==> config.mk <==
export PLATFORM = sky130hd
export DESIGN_NAME = lmu_ctrl
export DESIGN_NICKNAME = d
export VERILOG_FILES = /design/src/rtl/lmu_ctrl_pkg.sv /design/src/rtl/lmu_regfile.sv /design/src/rtl/lmu_fault_latch.sv /design/src/rtl/lmu_power_fsm.sv /design/src/rtl/lmu_ctrl.sv
export SDC_FILE = /design/constraint.sdc
export NUM_CORES = 1
export LEC_CHECK = 0
export ABC_AREA = 0
export BUFFER_PORTS_ARGS = -buffer_cell sky130_fd_sc_hd__buf_2
export CAP_MARGIN = 40
export CORE_MARGIN = 2
export CORE_UTILIZATION = 40
export DETAILED_ROUTE_END_ITERATION = 8
export GPL_TIMING_DRIVEN = 0
export PLACE_DENSITY = 0.66
export SETUP_SLACK_MARGIN = 0.05
export SYNTH_ARGS = -nofsm -noshare
export SYNTH_HDL_FRONTEND = slang
export SYNTH_HIERARCHICAL = 1
export SYNTH_SLANG_ARGS = --single-unit
==> constraint.sdc <==
create_clock -name clk -period 3.55 [get_ports clk]
set_clock_uncertainty 0.05 [all_clocks]
set_input_delay 0.5325 -clock clk [delete_from_list [all_inputs] [get_ports clk]]
set_output_delay 0.5325 -clock clk [all_outputs]
set_load 0.005 [all_outputs]
==> src/rtl/lmu_ctrl_pkg.sv <==
package lmu_ctrl_pkg;
  localparam int ADDR_W = 5;
  localparam int DATA_W = 8;
  localparam int LVL_W  = 5;
  localparam int CH_N   = 4;
  localparam int R1_W   = 4;
  localparam int R2_W   = 3;
  localparam int DV_W   = 6;

  localparam logic [ADDR_W-1:0] A_LEVEL  = 5'd0;
  localparam logic [ADDR_W-1:0] A_ENABLE = 5'd1;
  localparam logic [ADDR_W-1:0] A_REGUL  = 5'd3;

  localparam logic [LVL_W-1:0] LOW_BIAS_MAX = 5'd7;

  typedef enum logic [1:0] {
    PS_OFF    = 2'd0,
    PS_SLEEP  = 2'd1,
    PS_ACTIVE = 2'd2,
    PS_HOT    = 2'd3
  } pstate_e;

  function automatic logic r1_valid(input logic [R1_W-1:0] c);
    return (c >= R1_W'(1)) && (c <= R1_W'(9));
  endfunction

  function automatic logic [DV_W-1:0] r1_volts(input logic [R1_W-1:0] c);
    return r1_valid(c) ? (DV_W'(34) - DV_W'(c)) : '0;
  endfunction

  function automatic logic r2_valid(input logic [R2_W-1:0] c);
    return (c >= R2_W'(1)) && (c <= R2_W'(4));
  endfunction

  function automatic logic [DV_W-1:0] r2_volts(input logic [R2_W-1:0] c);
    return r2_valid(c) ? (DV_W'(19) - DV_W'(c)) : '0;
  endfunction
endpackage

==> src/rtl/lmu_regfile.sv <==
module lmu_regfile
  import lmu_ctrl_pkg::*;
(
  input  logic              clk,
  input  logic              rst_n,
  input  logic              clr_i,
  input  logic              wr_i,
  input  logic [ADDR_W-1:0] addr_i,
  input  logic [DATA_W-1:0] data_i,
  output logic [LVL_W-1:0]  level_o,
  output logic [CH_N-1:0]   en_o,
  output logic [R1_W-1:0]   r1_code_o,
  output logic [R2_W-1:0]   r2_code_o
);
  logic hit_level, hit_enable, hit_regul;
  logic unused_bits;

  assign hit_level  = wr_i && (addr_i == A_LEVEL);
  assign hit_enable = wr_i && (addr_i == A_ENABLE);
  assign hit_regul  = wr_i && (addr_i == A_REGUL);
  assign unused_bits = ^data_i[DATA_W-1];

  always_ff @(posedge clk or negedge rst_n) begin
    if (!rst_n) begin
      level_o   <= '0;
      en_o      <= '0;
      r1_code_o <= '0;
      r2_code_o <= '0;
    end else if (clr_i) begin
      level_o   <= '0;
      en_o      <= '0;
      r1_code_o <= '0;
      r2_code_o <= '0;
    end else begin
      if (hit_level)  level_o <= data_i[LVL_W-1:0];
      if (hit_enable) en_o    <= data_i[CH_N-1:0];
      if (hit_regul) begin
        r1_code_o <= data_i[R1_W-1:0];
        r2_code_o <= data_i[R1_W+R2_W-1:R1_W];
      end
    end
  end
endmodule

==> src/rtl/lmu_fault_latch.sv <==
module lmu_fault_latch
  import lmu_ctrl_pkg::*;
(
  input  logic            clk,
  input  logic            rst_n,
  input  logic            clr_i,
  input  logic            hot_i,
  input  logic [CH_N-1:0] en_i,
  input  logic [CH_N-1:0] open_i,
  output logic [CH_N-1:0] eff_en_o,
  output logic [CH_N-1:0] latched_o
);
  for (genvar ch = 0; ch < CH_N; ch++) begin : g_ch
    logic trip;
    assign trip = open_i[ch] && !hot_i;
    always_ff @(posedge clk or negedge rst_n) begin
      if (!rst_n)     latched_o[ch] <= 1'b0;
      else if (clr_i) latched_o[ch] <= 1'b0;
      else            latched_o[ch] <= en_i[ch] && (latched_o[ch] || trip);
    end
    assign eff_en_o[ch] = en_i[ch] && !latched_o[ch];
  end
endmodule

==> src/rtl/lmu_power_fsm.sv <==
module lmu_power_fsm
  import lmu_ctrl_pkg::*;
(
  input  logic    clk,
  input  logic    rst_n,
  input  logic    shdn_i,
  input  logic    hot_i,
  input  logic    any_en_i,
  output pstate_e state_o
);
  pstate_e state_d;

  always_comb begin
    if (shdn_i)        state_d = PS_OFF;
    else if (hot_i)    state_d = PS_HOT;
    else if (any_en_i) state_d = PS_ACTIVE;
    else               state_d = PS_SLEEP;
  end

  always_ff @(posedge clk or negedge rst_n) begin
    if (!rst_n) state_o <= PS_OFF;
    else        state_o <= state_d;
  end
endmodule

==> src/rtl/lmu_ctrl.sv <==
module lmu_ctrl
  import lmu_ctrl_pkg::*;
(
  input  logic              clk,
  input  logic              rst_n,
  input  logic              shdn_i,
  input  logic              wr_i,
  input  logic [ADDR_W-1:0] wr_addr_i,
  input  logic [DATA_W-1:0] wr_data_i,
  input  logic              hot_i,
  input  logic [CH_N-1:0]   open_i,
  output logic [1:0]        pstate_o,
  output logic              pump_on_o,
  output logic [CH_N-1:0]   sink_on_o,
  output logic [LVL_W-1:0]  sink_level_o,
  output logic              low_bias_o,
  output logic              reg1_on_o,
  output logic [DV_W-1:0]   reg1_dv_o,
  output logic              reg2_on_o,
  output logic [DV_W-1:0]   reg2_dv_o
);
  logic [CH_N-1:0] en_reg, eff_en, latched;
  logic [R1_W-1:0] r1_code;
  logic [R2_W-1:0] r2_code;
  pstate_e         state;
  logic            is_active, regs_live;

  lmu_regfile u_regs (
    .clk(clk), .rst_n(rst_n), .clr_i(shdn_i),
    .wr_i(wr_i), .addr_i(wr_addr_i), .data_i(wr_data_i),
    .level_o(sink_level_o), .en_o(en_reg),
    .r1_code_o(r1_code), .r2_code_o(r2_code)
  );

  lmu_fault_latch u_fault (
    .clk(clk), .rst_n(rst_n), .clr_i(shdn_i), .hot_i(hot_i),
    .en_i(en_reg), .open_i(open_i),
    .eff_en_o(eff_en), .latched_o(latched)
  );

  lmu_power_fsm u_fsm (
    .clk(clk), .rst_n(rst_n), .shdn_i(shdn_i), .hot_i(hot_i),
    .any_en_i(|eff_en), .state_o(state)
  );

  assign is_active  = (state == PS_ACTIVE);
  assign regs_live  = (state == PS_ACTIVE) || (state == PS_SLEEP);

  assign pstate_o   = state;
  assign pump_on_o  = is_active;
  assign sink_on_o  = is_active ? eff_en : '0;
  assign low_bias_o = is_active && (sink_level_o <= LOW_BIAS_MAX);
  assign reg1_on_o  = regs_live && r1_valid(r1_code);
  assign reg1_dv_o  = regs_live ? r1_volts(r1_code) : '0;
  assign reg2_on_o  = regs_live && r2_valid(r2_code);
  assign reg2_dv_o  = regs_live ? r2_volts(r2_code) : '0;
endmodule

# Word-level counts from Yosys, hierarchy flattened
# Index checks and enable logic that the tools add are counted.
# totals
reg_bits	22
in_bits	22
output_inout_bits	27
wordCells	75
# op_classes
n_addsub	2
magnitude_cmp	5
eq_ne	4
muxes	20
n_reduce_logical	35
# op_table
op	count
$mux 6	4
$logic_and 1x1->1	20
$mux 4	5
$mux 5	2
$mux 2	3
$mux 3	2
$reduce_bool 2->1	3
$sub 5x3->6 const A	1
$sub 6x4->6 const A	1
$eq 5x1->1 const B	1
$eq 5x2->1 const B	1
$le 5x3->1 const B	1
$logic_not 1->1	5
$logic_not 5->1	1
$logic_or 1x1->1	5
$ge 4x1->1 const B	1
$le 4x4->1 const B	1
$mux 1	4
$reduce_or 4->1	1
$ge 3x1->1 const B	1
$le 3x3->1 const B	1
$eq 2x1->1 const B	1
$eq 2x2->1 const B	1

# Depth between registers and ports, before layout
# Gate-level depths: netlist (run 1).
# depth
ltp_word	6
ltp_mapped	5
mapped_depth_nobuf	5

# Cells and area by module
# Netlist (run 1), hierarchy kept.
# by_module_without_submodules
module	n_inst	cells_per_inst	area_per_inst_um2	seq_area_each_um2
lmu_regfile	1	62	773.2	400.4
lmu_ctrl	1	48	306.5	0.0
lmu_fault_latch	1	17	193.9	100.1
lmu_power_fsm	1	6	70.1	50.0

# Least setup slack after synthesis (run 1)
# Ideal clock, no wire load.
# synth_timing
path_kind	register -> output
startpoint	register u_regs.r1_code_o[0]
endpoint	output reg1_dv_o[2]
t_arrival_ps	1307
required_time_ps	2967
setup_slack_ps	1660
path_stages_with_launch	6
n_path_buf	0
path_cell_list	dfrtp_1 > inv_1 > ha_1 > or3b_4 > a21oi_4 > nor3_1
# synth_between
elab_chain_cells	4
elab_cells_between_ends	6
classes_between	add/sub (1); order compare (2); mux (2); reduce/logical (1)
# synth_rtl
element	line	source
start, declared	lmu_regfile.sv:12	output logic [R1_W-1:0] r1_code_o,
start signal, assigned	lmu_regfile.sv:38	r1_code_o <= data_i[R1_W-1:0];
branches (longest 2 deep; another with $sub 6x4->6)	-	
$mux 6 (*)	lmu_ctrl_pkg.sv:28	return r1_valid(c) ? (DV_W'(34) - DV_W'(c)) : '0;
$mux 6 (*)	lmu_ctrl.sv:54	assign reg1_dv_o = regs_live ? r1_volts(r1_code) : '0;
end, declared	lmu_ctrl.sv:18	output logic [DV_W-1:0] reg1_dv_o,
# Every way passes the cells marked *.

# Final worst setup path (run 1)
# Same ends and word-level chain as after synthesis.

==> results of run 1 <==
-- placed cells by master (no fill, tap or decap), types with 2 or more instances in the layout --
cell,count
inv_1,8
dfrtp_1,22
and3_1,2
nor2_1,7
nor3_1,6
a21oi_1,2
ha_1,4
clkbuf_4,3
buf_4,2
nand3_1,2
nor3b_1,2
nor2b_1,8
and2_1,4
clkbuf_1,2
mux2i_1,16
o21ai_0,3
o211a_1,4
nand2b_1,23
buf_2,46
-- critical path: stages, from the launching register on --
cell and delay, ns:
dfrtp_1 0.46, inv_1 0.11, ha_1 0.22, or3b_4 0.41, a21oi_4 0.19, nor3_1 0.08
buf_2 0.13
-- cell type report --
cell class / count / area [sq um] / area share [%]
clock buffer: 4 / 36.28 / 2.176
inverter: 8 / 30.03 / 1.800
timing repair buffer: 46 / 230.2 / 13.80
tap: 46 / 57.56 / 3.451
buffer: 5 / 27.53 / 1.650
sequential: 22 / 550.5 / 33.01
multi-input combinational: 98 / 735.7 / 44.11
-- cell usage after synthesis (all sizes together) --
master  number  share of area, %
nand3        2              0.74
nor4         1              0.47
or2b         1              0.65
a21oi        4               2.6
o21a         1              0.56
o211a        4               3.0
xnor2        1              0.65
or3          1              0.47
clkbuf       3              0.93
and2         4               1.9
ha           4               3.7
or4          1              0.56
mux2i       16                12
nor4b        1               1.8
conb         1              0.28
nor3b        3               2.5
a21o         1              0.65
inv          8               2.2
nand2b      23                11
o21ai        3               1.1
buf          2               1.1
nor2b        8               3.7
nand3b       1              0.56
nor2         7               2.0
or3b         1              0.84
nand2        1              0.28
nor3         6               2.2
and3         2              0.93
dfrtp       22                41
-- power by group through the flow --
| stage | clock network (mW) | logic [mW] | registers [mW] |
|---|---|---|---|
| floorplan | 0 | 0.0285 | 0.260 |
| global placement | 0 | 0.0568 | 0.260 |
| detailed placement | 0 | 0.0582 | 0.260 |
| CTS | 0.139 | 0.0584 | 0.255 |
| global route | 0.149 | 0.0651 | 0.255 |
| finish | 0.135 | 0.0573 | 0.255 |
-- logic make-up (layout without fill, tap and decap cells) --
kind of cell             count (synthesis)  after routing
buffers and inverters                   13             63
flip-flops                              22             22
adder cells (fa/ha/maj)                  4              4
other                                    1              1
AND/OR/NAND/NOR                         63             63
multiplexers                            16             16
XOR/XNOR                                 1              1
AO/OA/AOI/OAI                           13             13
-- how the worst max path moves through the flow --
stage	cells after the start	slack, ns	endpoint
after detailed placement	6	1.41	reg1_dv_o[2]
after floorplan	5	1.66	reg1_dv_o[2]
after CTS	6	1.06	reg1_dv_o[2]
after global placement	6	1.49	reg1_dv_o[2]
final	6	1.07	reg1_dv_o[2]
after global routing	6	0.98	reg1_dv_o[4]
-- layer usage --
metal	part of all wire [%]	routed length, um
met5	0	0
met3	1.7	46
met2	54	1493
met1	43	1184
met4	1.2	32
-- flip-flops by register name, indices dropped and copies added (netlist names) --
signal	count
u_regs/level_o	5
u_fault/latched_o	4
u_regs/r2_code_o	3
u_fsm/state_o	2
u_regs/r1_code_o	4
u_regs/en_o	4
==> key figures, run 1 <==
Run status
  • Status: complete, no violations

Final layout
  • Final core utilization: 50.78%
  • Antenna Cells: 0
  • # nets final: 210
  • Share of cells above drive strength 1: 32.79%
  • Fillers: 319
  • Layout Cells excl Fill: about 230
  • Design area: 1668 sq um
  • Area Overhead vs Synth: 24.12%

Clock network
  • Clk_lat worst skew: roughly 0.30 ns
  • CTS tree: built
  • Root buffer selected by CTS: clkbuf_4
  • Hold buffers post-CTS: 0
  • Post-CTS setup buffer count: 0
  • Resize count post-CTS: 0
  • Clock Sinks: 22
  • Num CTS Buffers: 3
  • Clk slew on worst S/H paths: 0.12 ns
  • Clock Path Buffers: 2
  • H-tree levels: 1

Power and ir drop
  • Internal power: between 0.3 and 0.4 mW
  • Design Power: 0.4477 mW
  • Sequential power share: 57.0%
  • Clock share of power: 30.2%
  • Net Sw Frac: 23.53%
  • VDD IR max: roughly 170 uV
  • Lkg Pwr: 0.9756 nW
  • Pwr Density: 268.4 nW/um^2
  • Logic gate share of total power: roughly 13%
  • P_sw: 0.1053 mW

Die
  • Ports: 49
  • Die footprint: 3839 sq um
  • Rows: 21
  • Overall die width: 61.96 um
  • Core Region: 3284 sq um
  • Starting Density: 40.91%
  • Die height: 61.96 um

Synth
  • Synth Register Bits: 22
  • Compound-gate portion of the synthesized area: 7.914%
  • Register area share after synthesis: 40.97%
  • Mux share of post-synthesis cell area: 11.92%
  • Synth Area in Adders: 3.724%
  • Xor/xnor share of the synthesized area: less than 1%
  • Post-Synthesis Cell Area: 1344 sq um
  • Fraction of the mapped netlist area in simple logic gates: 30.26%
  • Largest family of logic cells by synthesized area: simple AND/OR/NAND/NOR gates
  • Syn nets: 159
  • Average size of a mapped cell: 10.10 sq um
  • Yosys cell types: 33
  • Cell count after synthesis: 133
  • Syn. warnings: 6

Global route
  • GRT Total Usage: 14.84%
  • Met3 usage: 1.863%
  • Met1 usage: 17.17%
  • Routing usage on met2: between 20% and 30%
  • First-pass GRT wire length: between 4 and 5 mm
  • Largest net degree at the start of global routing: 23
  • Initial antenna violation count: 0
  • Vias in the first global route: about 980
  • GR Overflow Total: 0
  • GR peak layer: met2

Setup path
  • Reg2reg setup slack: 2.13 ns
  • Worst setup path start: u_regs/r1_code_o[0]
  • Worst Path Arrival: 1.90 ns
  • Reg2Reg Depth: 4
  • Reg2reg end: u_fsm/state_o[1]
  • R2R Path Start: u_regs/en_o[0]
  • Req. time, crit path: 2.97 ns
  • Worst setup EP type: primary output
  • Crit Path Class: reg -> out
  • Startpoint types: flip-flop
  • CP max FO: 6

STA
  • Final Cycle Share: 69.88%
  • Unrepaired setup endpoints after global routing: no
  • Final critical-path required period: ~2.5 ns
  • Max-slew violations: 0
  • Hold Fails Final Rpt: 0
  • WHS: about 0.11 ns
  • Setup violations, final: 0
  • Setup ws final: about 1.1 ns
  • F_max: roughly 400 MHz
  • Setup TNS: 0 ns

Placement
  • DP Cell Count: 225
  • Dpl ws: 1.414 ns
  • HPWL after DPL: 2.260 mm
  • Cell Area, Placed: 1632 sq um
  • Gp weighted congestion: around 0.73
  • Port buffer count: 46

Detailed routing
  • Initial DRC count: 32
  • Avg WL per Cell: 12.04 um
  • First-pass DRT Iterations: 4
  • DRC viols: 0
  • Final wirelength: 2.758 mm
  • Antenna Nets Post-Route: 0
  • Routed via count: ~1100
  • Vias per inst: 4.830

Worst hold path
  • Hold/Removal Path Class: in -> async

Job
  • Max cap viols: 0
Power figures use the tool's default switching activity.
==> run 2, diff against run 1 <==
==> constraint.sdc (replaced) <==
create_clock -name clk -period 2.3 [get_ports clk]
set_clock_uncertainty 0.05 [all_clocks]
set_input_delay 0.345 -clock clk [delete_from_list [all_inputs] [get_ports clk]]
set_output_delay 0.345 -clock clk [all_outputs]
set_load 0.005 [all_outputs]
==> run 2 against run 1 <==
Effect of this change:
- final area grew 2.6%
- critical path depth is the same
- cell count grew 1.3%
- sequential share of layout area shrank 0.75 points
- worst hold slack gained 0.096 ns
- combinational power grew 60%
- flip-flop and latch count is the same
- die area is the same
- clock power grew 55%
- global-route usage grew 0.13 points
- largest cell class unchanged
==> key figures, run 2 (synthesis results as in run 1) <==
Final layout
  • Fillers: roughly 310
  • Share of cells above drive strength 1: 36.02%
  • # nets final: 213
  • Most flops, register: u_regs/level_o
  • Final core utilization: 52.08%
  • Antenna Cells: 0
  • Commonest non-fill, non-tap cell in the layout: buf_2
  • Most frequent cells in the layout: buf_2 (46), nand2b_1 (23), dfrtp_1 (21), mux2i_1 (16), nor2b_1 (8)
  • Max FFs per register: 5
  • Area Overhead vs Synth: 27.28%

Setup path
  • CP max FO: 5
  • R2R Path Start: u_regs/en_o[1]
  • Reg2reg setup slack: 0.87 ns
  • Reg2Reg Depth: 4
  • Critical Path Max Stage Delay: 0.41 ns
  • Req. time, crit path: 1.90 ns
  • Worst Path Arrival: ~1.8 ns
  • Crit Path Class: reg -> out
  • Reg2reg end: u_fsm/state_o[1]
  • Worst setup EP type: primary output
  • CP max stage cell: dfrtp_1
  • Crit path cell chain: inv_2, ha_4, or3b_4, a21oi_4, nor3_1, buf_2
  • Startpoint types: flip-flop

Power and ir drop
  • Pwr Density: ~410 nW/um^2
  • P_sw: ~0.16 mW
  • Sequential power share: 56.7%
  • Clock share of power: 30.1%
  • Lkg Pwr: roughly 0.99 nW
  • VDD IR max: ~260 uV
  • Internal power: around 0.53 mW
  • Net Sw Frac: 23.53%
  • Logic gate share of total power: 13.2%

Die
  • Overall die width: approximately 62 um
  • Starting Density: 40.91%
  • Die height: 61.96 um
  • Core Region: 3284 sq um
  • Ports: 49
  • Rows: 21
  • Die footprint: about 3800 sq um

STA
  • Final critical-path required period: 2.150 ns
  • Setup TNS: 0 ns
  • Final Cycle Share: 93.48%
  • F_max: 465.1 MHz
  • Max-slew violations: 0
  • Hold Fails Final Rpt: 0
  • Setup ws final: ~0.15 ns
  • Unrepaired setup endpoints after global routing: no
  • Setup violations, final: 0

Worst hold path
  • Hold/Removal Path Class: in -> reg
  • Hold Crit Start: shdn_i
  • Hold path depth: 2
  • Hold EP: u_fsm/state_o[0]

Global route
  • GR Overflow Total: 0
  • Largest net degree at the start of global routing: 23
  • GRT Total Usage: 14.97%
  • Vias in the first global route: 984
  • First-pass GRT wire length: ~4.3 mm
  • Initial antenna violation count: 0

Clock network
  • H-tree levels: 1
  • Clock Sinks: 22
  • Clk slew on worst S/H paths: 0.12 ns
  • Num CTS Buffers: 3
  • Root buffer selected by CTS: clkbuf_4
  • Clk_lat worst skew: 0.30 ns
  • Clock Path Buffers: 2
  • CTS tree: built

Detailed routing
  • Vias per inst: about 4.8
  • Avg WL per Cell: 12.09 um
  • Final wirelength: approximately 2.8 mm
  • DRC viols: 0
  • First-pass DRT Iterations: 4
  • Initial DRC count: 40
  • Routed via count: 1120
  • Antenna Nets Post-Route: 0

Placement
  • Dpl ws: 0.3516 ns
  • Port buffer count: 46
  • HPWL after DPL: 2.260 mm
  • Gp weighted congestion: 0.7281

Run status
  • Status: complete, no violations

Job
  • Max cap viols: 0
-- run 2: how the worst max path moves through the flow --
stage | startpoint | to | slack [ns] | cells past startpoint
5_1_grt | u_regs/r1_code_o[0] | reg1_dv_o[4] | 0.07 | 6
4_1_cts | u_regs/r1_code_o[0] | reg1_dv_o[2] | 0.09 | 6
3_5_place_dp | u_regs/r1_code_o[0] | reg1_dv_o[2] | 0.35 | 6
2_1_floorplan | u_regs/r1_code_o[0] | reg1_dv_o[2] | 0.60 | 5
3_3_place_gp | u_regs/r1_code_o[0] | reg1_dv_o[2] | 0.43 | 6
6_report | u_regs/r1_code_o[1] | reg1_dv_o[4] | 0.15 | 6
-- run 2: final cells by class --
class | instances | area [sq um] | area share (%)
well taps | 46 | 57.56 | 3.365
multi-input cells | 98 | 752.0 | 43.96
inverters | 8 | 30.03 | 1.756
plain buffers | 5 | 27.53 | 1.609
repair buffers | 49 | 255.2 | 14.92
clock buffers | 4 | 36.28 | 2.121
flip-flops and latches | 22 | 551.8 | 32.26
-- run 2: timing repair --
action / in CTS / in global routing
pin swaps: 0 / 2
endpoints found under the setup margin: 5 / 6
gates resized for setup: 2 / 4
hold buffers: 1 / 0
buffers inserted: 2 / 0
endpoints found under the hold margin: 22 / 0
-- run 2: layer usage --
| metal | wire, um | track usage, % |
|---|---|---|
| met1 | 1196 | 17.57 |
| met5 | 0 | 0 |
| met4 | 32 | 5.471 |
| met2 | 1530 | 27.68 |
| met3 | 46 | 1.863 |
-- run 2: per-stage QoR --
| stage | std cells | hold slack [ns] | total power [mW] | cell area, sq um |
|---|---|---|---|---|
| 3_3_place_gp | 225 | 0.2795 | 0.4885 | 1632 |
| 3_5_place_dp | 225 | 0.2754 | 0.4910 | 1632 |
| 6_report | 232 | 0.2074 | 0.6936 | 1710 |
| 4_1_cts | 232 | 0.2009 | 0.6994 | 1697 |
| 2_1_floorplan | 133 | -0.0005911 | 0.4449 | 1344 |
| 5_1_grt | 232 | 0.2032 | 0.7281 | 1710 |
-- run 2: critical path, delay by kind of cell (launching register included) --
| kind | cells | cell delay, ns |
|---|---|---|
| AOI/OAI and AO/OA | 1 | 0.21 |
| adders and majority gates | 1 | 0.15 |
| buffers and inverters | 2 | 0.22 |
| DFF | 1 | 0.41 |
| and+or+nand+nor | 2 | 0.47 |
-- run 2: power by group through the flow --
stage                     sequential, mW  combinational [mW]  clock (mW)
after floorplan                    0.401              0.0439           0
after global placement             0.401              0.0877           0
after detailed placement           0.401              0.0898           0
after CTS                          0.393              0.0921       0.214
after global routing               0.394               0.104       0.231
final                              0.393              0.0916       0.209
